`src/rtl/ddr2_lat_pkg.sv`:
```
package ddr2_lat_pkg;

  localparam int CL_MIN = 3;
  localparam int CL_MAX = 7;
  localparam int AL_MAX = 6;
  localparam int BL_MAX = 8;
  localparam int BEAT_W = $clog2(BL_MAX);
  localparam int SLOTS  = AL_MAX + CL_MAX + BL_MAX / 2;

  typedef struct packed {
    logic              vld;
    logic              wr;
    logic [BEAT_W-1:0] beat;
  } slot_t;

  function automatic bit cl_legal(input int unsigned v);
    return (v >= CL_MIN) && (v <= CL_MAX);
  endfunction

  function automatic bit al_legal(input int unsigned v);
    return v <= AL_MAX;
  endfunction

  function automatic bit bl_legal(input int unsigned v);
    return (v == 4) || (v == 8);
  endfunction

  function automatic int unsigned rd_delay(input int unsigned cl, input int unsigned al);
    return cl + al;
  endfunction

  function automatic int unsigned wr_delay(input int unsigned cl, input int unsigned al);
    return cl + al - 1;
  endfunction

  function automatic int unsigned burst_clocks(input int unsigned bl);
    return bl / 2;
  endfunction

endpackage

```
`src/rtl/ddr2_lat_cfg.sv`:
```
module ddr2_lat_cfg
  import ddr2_lat_pkg::*;
#(
  parameter int CLW = 3,
  parameter int ALW = 3,
  parameter int BLW = 4
) (
  input  logic           clk,
  input  logic           rst_n,
  input  logic           cfg_wr,
  input  logic [CLW-1:0] cfg_cl,
  input  logic [ALW-1:0] cfg_al,
  input  logic [BLW-1:0] cfg_bl,
  input  logic           busy,
  output logic [CLW-1:0] act_cl,
  output logic [ALW-1:0] act_al,
  output logic [BLW-1:0] act_bl,
  output logic           cfg_ok,
  output logic           cfg_err
);

  logic cfg_take;

  always_comb begin
    cfg_ok   = cl_legal(int'(cfg_cl)) && al_legal(int'(cfg_al)) && bl_legal(int'(cfg_bl));
    cfg_take = cfg_wr && cfg_ok && !busy;
  end

  always_ff @(posedge clk) begin
    if (!rst_n) begin
      act_cl  <= CLW'(CL_MIN);
      act_al  <= '0;
      act_bl  <= BLW'(4);
      cfg_err <= 1'b0;
    end else begin
      cfg_err <= cfg_wr && !cfg_ok;
      if (cfg_take) begin
        act_cl <= cfg_cl;
        act_al <= cfg_al;
        act_bl <= cfg_bl;
      end
    end
  end

endmodule

```
`src/rtl/ddr2_lat_slots.sv`:
```
module ddr2_lat_slots
  import ddr2_lat_pkg::*;
#(
  parameter int DEPTH = SLOTS,
  parameter int LW    = $clog2(DEPTH + 1)
) (
  input  logic          clk,
  input  logic          rst_n,
  input  logic          ins,
  input  logic          ins_wr,
  input  logic [LW-1:0] ins_lat,
  input  logic [LW-1:0] ins_span,
  output slot_t         head,
  output logic          pend
);

  slot_t q [DEPTH];

  for (genvar i = 0; i < DEPTH; i++) begin : g_slot
    slot_t       from_up;
    slot_t       nxt;
    logic [LW-1:0] idx;
    logic [LW-1:0] off;
    logic        hit;

    if (i == DEPTH - 1) begin : g_tail
      assign from_up = '0;
    end else begin : g_body
      assign from_up = q[i+1];
    end

    assign idx = LW'(i);

    always_comb begin
      off = idx - ins_lat;
      hit = ins && (idx >= ins_lat) &&
            ({1'b0, idx} < ({1'b0, ins_lat} + {1'b0, ins_span}));
      if (hit) begin
        nxt.vld  = 1'b1;
        nxt.wr   = ins_wr;
        nxt.beat = BEAT_W'({off, 1'b0});
      end else begin
        nxt = from_up;
      end
    end

    always_ff @(posedge clk) begin
      if (!rst_n) q[i] <= '0;
      else        q[i] <= nxt;
    end
  end

  always_comb begin
    pend = 1'b0;
    for (int j = 0; j < DEPTH; j++) pend = pend | q[j].vld;
  end

  assign head = q[0];

endmodule

```
`src/rtl/ddr2_lat_pipe.sv`:
```
module ddr2_lat_pipe
  import ddr2_lat_pkg::*;
#(
  parameter int CLW   = 3,
  parameter int ALW   = 3,
  parameter int BLW   = 4,
  parameter int DEPTH = SLOTS
) (
  input  logic              clk,
  input  logic              rst_n,
  input  logic              cmd_valid,
  input  logic              cmd_is_wr,
  input  logic              cfg_wr,
  input  logic [CLW-1:0]    cfg_cl,
  input  logic [ALW-1:0]    cfg_al,
  input  logic [BLW-1:0]    cfg_bl,
  output logic              rd_en,
  output logic              wr_en,
  output logic [BEAT_W-1:0] beat_idx,
  output logic              busy,
  output logic              cfg_err
);

  localparam int LW = $clog2(DEPTH + 1);

  logic [CLW-1:0] act_cl;
  logic [ALW-1:0] act_al;
  logic [BLW-1:0] act_bl;
  logic           cfg_ok;
  logic [LW-1:0]  lat_sel;
  logic [LW-1:0]  span_sel;
  slot_t          head;
  logic           pend;

  ddr2_lat_cfg #(.CLW(CLW), .ALW(ALW), .BLW(BLW)) u_cfg (
    .clk     (clk),
    .rst_n   (rst_n),
    .cfg_wr  (cfg_wr),
    .cfg_cl  (cfg_cl),
    .cfg_al  (cfg_al),
    .cfg_bl  (cfg_bl),
    .busy    (busy),
    .act_cl  (act_cl),
    .act_al  (act_al),
    .act_bl  (act_bl),
    .cfg_ok  (cfg_ok),
    .cfg_err (cfg_err)
  );

  always_comb begin
    if (cmd_is_wr) lat_sel = LW'(wr_delay(int'(act_cl), int'(act_al)));
    else           lat_sel = LW'(rd_delay(int'(act_cl), int'(act_al)));
    span_sel = LW'(burst_clocks(int'(act_bl)));
  end

  ddr2_lat_slots #(.DEPTH(DEPTH), .LW(LW)) u_slots (
    .clk      (clk),
    .rst_n    (rst_n),
    .ins      (cmd_valid),
    .ins_wr   (cmd_is_wr),
    .ins_lat  (lat_sel),
    .ins_span (span_sel),
    .head     (head),
    .pend     (pend)
  );

  assign busy     = pend;
  assign rd_en    = head.vld && !head.wr;
  assign wr_en    = head.vld && head.wr;
  assign beat_idx = head.vld ? head.beat : '0;

endmodule

```
`config.mk`:
```
export PLATFORM = sky130hd
export DESIGN_NAME = ddr2_lat_pipe
export DESIGN_NICKNAME = d
export VERILOG_FILES = /design/src/rtl/ddr2_lat_pkg.sv /design/src/rtl/ddr2_lat_cfg.sv /design/src/rtl/ddr2_lat_slots.sv /design/src/rtl/ddr2_lat_pipe.sv
export SDC_FILE = /design/constraint.sdc
export NUM_CORES = 1
export LEC_CHECK = 0
export ABC_CLOCK_PERIOD_IN_PS = 6300
export BUFFER_PORTS_ARGS = -buffer_cell sky130_fd_sc_hd__buf_2
export CELL_PAD_IN_SITES_DETAIL_PLACEMENT = 1
export CELL_PAD_IN_SITES_GLOBAL_PLACEMENT = 2
export CORE_MARGIN = 3
export CORE_UTILIZATION = 31
export DETAILED_ROUTE_END_ITERATION = 16
export PLACE_DENSITY = 0.76
export SLEW_MARGIN = 20
export SYNTH_ARGS = -nofsm -noshare
export SYNTH_HDL_FRONTEND = slang
export SYNTH_SLANG_ARGS = --single-unit
```
`constraint.sdc`:
```
create_clock -name clk -period 6.3 [get_ports clk]
set_input_delay 1.26 -clock clk [delete_from_list [all_inputs] [get_ports clk]]
set_output_delay 1.26 -clock clk [all_outputs]
set_load 0.03 [all_outputs]
```
==> results of run 1 <==
## worst reg2reg max path: stages, from the launching register on
cell and delay (ns):
dfxtp_1 0.32, ha_1 0.22, fa_1 0.62, inv_1 0.07
ha_1 0.36, a21oi_1 0.16, buf_4 0.23, inv_1 0.15
fa_1 0.50, xnor2_1 0.80, o41ai_1 0.27, o311a_1 0.44
a221oi_2 0.42, mux2i_1 0.24
## power breakdown
group / total, mW / internal, mW / switching [mW]
logic: 0.131 / 0.0421 / 0.0888
registers: 0.517 / 0.510 / 0.00679
clock network: 0.487 / 0.296 / 0.191
total: 1.13 / 0.848 / 0.287
## registers in the layout, summed over array words and instances (netlist names)
name and flops:
u_slots.q 68, u_cfg.act_al 3, u_cfg.act_bl 3, u_cfg.act_cl 3
u_cfg.cfg_err 1
## through the flow
stage	hold slack [ns]	power, mW	cell area [um^2]
floorplan	0.395	0.619	3720
global placement	0.414	0.657	3910
detailed placement	0.421	0.659	3910
CTS	0.434	1.15	4200
global route	0.457	1.19	4200
finish	0.430	1.13	4200
## synthesized netlist by cell type (all sizes together) (4+ instances only)
cell type  instances
nor2              61
clkbuf            11
buf                6
nor4               5
a221oi             4
nand2             52
ha                 9
inv               19
and2               5
nor3               8
dfxtp             78
xnor2              5
mux2i             43
o21a               8
a211oi             8
nand3             11
a21oi             19
and3               5
## worst paths after layout
kind	to	slack [ns]	startpoint	depth (start not counted)
worst max register to register	u_slots.q[13][3]	1.43	u_cfg.act_cl[0]	13
worst min-delay path	u_slots.q[1][2]	0.43	u_slots.q[2][2]	2
worst max-delay path	u_slots.q[13][3]	1.32	cmd_is_wr	10
worst min register to register	u_slots.q[1][2]	0.43	u_slots.q[2][2]	2
## cell families (layout without fill, tap and decap cells)
logic type	Yosys count	in the layout	synth area share
other cells	1	1	0.00101
simple gates	159	159	0.194
xor+xnor	8	8	0.0208
mux	45	45	0.123
fa+ha+maj	11	11	0.0410
flops	78	78	0.419
compound gates	64	64	0.155
buf+inv	37	55	0.0457
## routing by layer
layer  vias up  wire (um)  share of wire
met4         0        120          0.012
met5         -          0              0
met3        11        214          0.021
li1       1419          -              -
met1      1440       4900           0.48
met2        35       4930           0.49
## cell type report
class / instances / share of cell area
multi-input combinational: 288 / 0.475
sequential: 78 / 0.372
clock buffer: 12 / 0.0635
tap: 143 / 0.0426
timing repair buffer: 21 / 0.0256
inverter: 19 / 0.0170
clock inverter: 3 / 0.00447
==> metrics.yaml, run 1 <==
logic_synthesis:
  ys_seq_area_frac: 0.419
  synthesis.nets: 429
  yosys.area.top_type: "dfxtp_1"
  synth_cells: 403
  syn_area_per_cell_um2: 9.24
  synth_flop_cell: "dfxtp_1"
  synth_edf_count: 0
  ys_warn_count: 0
  netlist_area_um2: 3720
  ys_ff_latch: 78
  yosys.cell_types.count: 62
  synth_top_area_frac: 0.419
  async_flop_share: 0
  synth.area.top_cells: "dfxtp_1 42%, mux2i_1 12%, nor2_1 6.1%"
drt:
  via_per_inst: 5.15
  vias: 2905
  drc: 0
  dr.pass1.iters: 4
  detail_route.iter0.violations: 172
  wl_per_cell_um: 18.0
  antenna_left: 0
  wirelength_um: 10200
finish:
  fin_cells: 564
  nNetsFinal: 443
  fillers: 1327
  final_common_cell: "dfxtp_1"
  drive_gt1_frac: 0.147
  multi_input_area_um2: 1990
  insertedDiodeCount: 0
  areaGrowthSynthToFinish_pct: 12.7
  fin_util: 0.363
  seqCellArea_um2: 1560
  final_cell_mix: "78 x dfxtp_1, 60 x nor2_1, 51 x nand2_1, 43 x mux2i_1, 20 x buf_2"
worst_setup_path:
  endpoint_kind: "flop"
  crit_path_max_incr_delay_ns: 0.80
  critPathKind: "input pin to flop"
  cp_slowest_cell: "xnor2_1"
  worstPathRequired_ns: 6.55
  crit_arrival_ns: 5.23
  path_max_fanout: 20
  crit_family: "XOR/XNOR gates"
  crit_chain: "buf_2 > xor2_1 > ha_1 > inv_1 > fa_1 > xnor2_1 > o41ai_1 > o311a_1 > a221oi_2 > mux2i_1"
  critPathLaunchType: "input pin"
  critPathBufInv: 2
clock_network:
  hold_buffers: 0
  tritoncts: "yes"
  clk_latency_ns: 0.33
  cts_root_buf: "clkbuf_16"
  htree_levels: 3
  cts-buffers-inserted: 9
  cts_resized: 0
  cts_buffer_depth: 2
  path_clk_slew_ns: 0.06
  cts_setup_buffers: 0
  clock-sinks: 78
global_routing:
  grt_use_met3: 0.0392
  overflow: 0
  grt_first_pass_wirelength_um: 16600
  use_met2: 0.279
  grt.busiest_layer: "met2"
  grt_pass1_vias: 3008
  antenna_found_initial: 0
  track_usage: 0.164
  met1_usage: 0.211
  grt_max_degree: 48
hold_path:
  min_path_type: "flop to flop"
power_and_ir_drop:
  power_density_nw_per_um2: 271
  p_leak_nw: 1.74
  ir_drop_v: 0.000123
placement:
  port_buffers: 20
  dp_hpwl_um: 7420
  pre_cts_ws_ns: 1.01
  place.gp.congestion: 0.841
  dp.cells: 549
floorplan:
  num_rows: 39
  die_y_um: 116
  die_area_um2: 13400
  start_util: 0.322
  pin_count: 22
  core_um2: 11600
  die_w_um: 116
job:
  maxCapViolCount: 0
sta:
  max_freq_mhz: 201
  worst_pin_slew_ns: 0.977
  finalWorstSetupSlack_ns: 1.32
  fin_skew_ns: 0.00552
  period_needed_ns: 4.98
  min_period_over_period: 0.790
  final_hold_viol_count: 0
  rsz0062_at_grt: "false"
  finalSetupTns_ns: 0
  slew_violations: 0
  setup_violations: 0
  slew_headroom: 0.344
run_status:
  status: "finished clean"
No activity file was read; power rests on OpenSTA's default activity.
==> inputs of run 2 (changes only) <==
--- a/config.mk
+++ b/config.mk
@@ -5,14 +5,14 @@
 export SDC_FILE = /design/constraint.sdc
 export NUM_CORES = 1
 export LEC_CHECK = 0
-export ABC_CLOCK_PERIOD_IN_PS = 6300
+export ABC_CLOCK_PERIOD_IN_PS = 4400
 export BUFFER_PORTS_ARGS = -buffer_cell sky130_fd_sc_hd__buf_2
 export CELL_PAD_IN_SITES_DETAIL_PLACEMENT = 1
 export CELL_PAD_IN_SITES_GLOBAL_PLACEMENT = 2
 export CORE_MARGIN = 3
 export CORE_UTILIZATION = 31
 export DETAILED_ROUTE_END_ITERATION = 16
-export PLACE_DENSITY = 0.76
+export PLACE_DENSITY = 0.79
 export SLEW_MARGIN = 20
 export SYNTH_ARGS = -nofsm -noshare
 export SYNTH_HDL_FRONTEND = slang
==> constraint.sdc (replaced) <==
create_clock -name clk -period 4.4 [get_ports clk]
set_input_delay 0.88 -clock clk [delete_from_list [all_inputs] [get_ports clk]]
set_output_delay 0.88 -clock clk [all_outputs]
set_load 0.03 [all_outputs]
==> run 2 against run 1 <==
  * Utilization increased by 1.9 points
  * Global-route usage rose by 0.25 points
  * Non-clock buffer count grew 17
  * Hold slack lost 0.019 ns
  * Die area unchanged
  * Setup slack worse by 1.0 ns
  * Clock power is 77% higher
  * Final cell count increased by 3.2%
  * Via count grew 1.7%
  * Combinational power increased by 53%
  * First-iteration DRC count is 12% lower
  * Critical path depth rose by 6
  * Largest cell class unchanged
==> metrics.yaml, run 2 (synthesis results as in run 1) <==
worst_setup_path:
  critPathBufInv: 4  # +2
  endpoint_kind: "flop"
  r2r-start: "u_cfg.act_cl[0]"
  worst_r2r_path_depth: 16  # +3
  critPathLaunchType: "flop"
  crit_path_max_incr_delay_ns: 0.62  # -0.18 ns
  critPathKind: "flop to flop"
  crit_arrival_ns: 4.32  # -0.91 ns
  cp_slowest_cell: "a211oi_4"
  crit_family: "adder cells"
  r2r_end: "u_slots.q[10][4]"
  crit_chain: "ha_1 > fa_1 > inv_1 > ha_2 > nand2_1 > xnor2_1 > inv_1 > ha_1 > nor2b_2 > nor3_1 > a211oi_2 > a211oi_4 > buf_4 > a2111oi_4 > buf_4 > o21a_1"
  worstPathRequired_ns: 4.64  # -1.91 ns
  path_max_fanout: 10  # -50%
  r2r_slack_ns: 0.32  # -1.11 ns
floorplan:
  start_util: 0.322  # unchanged
  die_area_um2: 13400  # unchanged
  core_um2: 11600  # unchanged
  num_rows: 39  # unchanged
  die_w_um: 116  # unchanged
  die_y_um: 116  # unchanged
  pin_count: 22  # unchanged
hold_path:
  hold_depth: 2  # unchanged
  hold_path.startpoint: "u_slots.q[2][2]"
  min_path_type: "flop to flop"
  hold-path-endpoint: "u_slots.q[1][2]"
sta:
  min_period_over_period: 0.927
  final_hold_viol_count: 0  # unchanged
  rsz0062_at_grt: "false"
  max_freq_mhz: 245
  fin_skew_ns: 0.00566  # +0.000143 ns
  slew_violations: 0  # unchanged
  setup_violations: 0  # unchanged
  finalSetupTns_ns: 0  # unchanged
  period_needed_ns: 4.08
  worst_pin_slew_ns: 0.911  # -0.0662 ns
  slew_headroom: 0.393  # +0.0488
run_status:
  status: "finished clean"
drt:
  wl_met2_um: 4890  # -0.91%
  antenna_left: 0  # unchanged
  highest-signal-layer: "met4"
  wirelength_um: 10100  # -0.70%
  dr.pass1.iters: 4  # unchanged
  wl_met1_um: 4640  # -5.2%
  detail_route.iter0.violations: 152  # -12%
  vias: 2954  # +1.7%
  routed-wl-met3_um: 406  # +90%
  via_per_inst: 5.08  # -1.5%
  wl_per_cell_um: 17.3  # -3.8%
  drc: 0  # unchanged
clock_network:
  tritoncts: "yes"
  path_clk_slew_ns: 0.06  # about the same
  cts-buffers-inserted: 9  # unchanged
  cts_root_buf: "clkbuf_16"
  htree_levels: 3  # unchanged
  clock-sinks: 78  # unchanged
  cts_buffer_depth: 2  # unchanged
  clk_latency_ns: 0.34  # about the same
power_and_ir_drop:
  pwr-share-clk: 0.479  # +0.050
  power_density_nw_per_um2: 408  # +51%
  intPower_mw: 1.36  # +61%
  power_frac_comb: 0.111  # -0.004
  ir_drop_v: 0.000207  # +68%
  sw_frac_of_total: 0.245  # -0.00792
  p_leak_nw: 1.84  # +5.7%
  power_switching_mw: 0.442  # +54%
  seq_power_share: 0.410  # -0.045
placement:
  dp.cells: 563  # +2.6%
  dp_hpwl_um: 7510  # +1.2%
  place.gp.congestion: 0.865  # +2.9%
  port_buffers: 20  # unchanged
global_routing:
  antenna_found_initial: 0  # unchanged
  grt_first_pass_wirelength_um: 17000  # +2.5%
  track_usage: 0.167  # +0.00251
  overflow: 0  # unchanged
  grt_pass1_vias: 3216  # +6.9%
  grt_max_degree: 38  # -21%
finish:
  drive_gt1_frac: 0.185  # +0.0372
  final_cell_mix: "78 x dfxtp_1, 60 x nor2_1, 51 x nand2_1, 43 x mux2i_1, 20 x buf_2"
  fillers: 1340  # +0.98%
  nNetsFinal: 460  # +3.8%
  areaGrowthSynthToFinish_pct: 18.7
  fin_cells: 582  # +3.2%
  insertedDiodeCount: 0  # unchanged
  top_register: "u_slots.q"
  largest_reg_flops: 68  # unchanged
  final_common_cell: "dfxtp_1"
job:
  maxCapViolCount: 0  # unchanged
[run 2: cell types whose count changed in the layout (fill, tap and decap cells not counted), sizes merged]
cell / delta
inv: +1
clkbuf: -2
clkinv: -1
buf: +17
bufinv: +3
[run 2: layout make-up]
class	instances	area [um^2]	area share
Timing Repair Buffer	38	235	0.0532
Tap cell	143	179	0.0405
Clock inverter	6	119	0.0269
Multi-Input combinational cell	288	2020	0.458
Inverter	19	71.3	0.0161
Clock buffer	10	229	0.0518
Sequential cell	78	1560	0.353
[run 2: how the worst max path moves through the flow]
| stage | start | end | depth (start not counted) |
|---|---|---|---|
| floorplan | u_cfg.act_cl[0] | u_slots.q[13][3] | 12 |
| global placement | u_cfg.act_cl[0] | u_slots.q[0][1] | 15 |
| detailed placement | u_cfg.act_cl[0] | u_slots.q[6][2] | 14 |
| CTS | u_cfg.act_cl[0] | u_slots.q[6][2] | 14 |
| global route | u_cfg.act_cl[0] | u_slots.q[13][3] | 14 |
| finish | u_cfg.act_cl[0] | u_slots.q[10][4] | 16 |
[run 2: worst register-to-register path, cell delays in order, from the launching register on]
cell and delay, ns:
dfxtp_1 0.32, ha_1 0.23, fa_1 0.46, inv_1 0.08, ha_2 0.25, nand2_1 0.08, xnor2_1 0.22, inv_1 0.09
ha_1 0.37, nor2b_2 0.21, nor3_1 0.28, a211oi_2 0.15, a211oi_4 0.62, buf_4 0.24, a2111oi_4 0.04, buf_4 0.18
o21a_1 0.16
[run 2: timing repair]
item / in CTS / in global routing
buffers inserted: 0 / 3
hold buffers: 0 / 0
resized for setup: 0 / 5
setup endpoints to repair: 0 / 44
[run 2: layer usage]
metal,vias up,GRT usage
li1,1456,-
met4,0,0.0438
met2,45,0.282
met1,1441,0.211
met5,-,0
met3,12,0.0444
[run 2: power by group through the flow]
stage / sequential [mW] / clock [mW] / combinational (mW)
finish: 0.739 / 0.863 / 0.200
global route: 0.742 / 0.916 / 0.223
CTS: 0.740 / 0.884 / 0.197
detailed placement: 0.755 / 0 / 0.196
global placement: 0.755 / 0 / 0.193
floorplan: 0.753 / 0 / 0.134
[run 2: stage by stage]
stage                     area (um^2)  hold WS (ns)  setup WS (ns)  power (mW)   util
after floorplan                  3720         0.395         0.0561       0.887      -
after global placement           4020         0.402          0.292       0.948  0.347
after global routing             4420         0.456         0.0325        1.88  0.382
after detailed placement         4020         0.406          0.201       0.951  0.347
after CTS                        4360         0.415          0.136        1.82  0.377
final                            4420         0.411          0.319        1.80  0.382
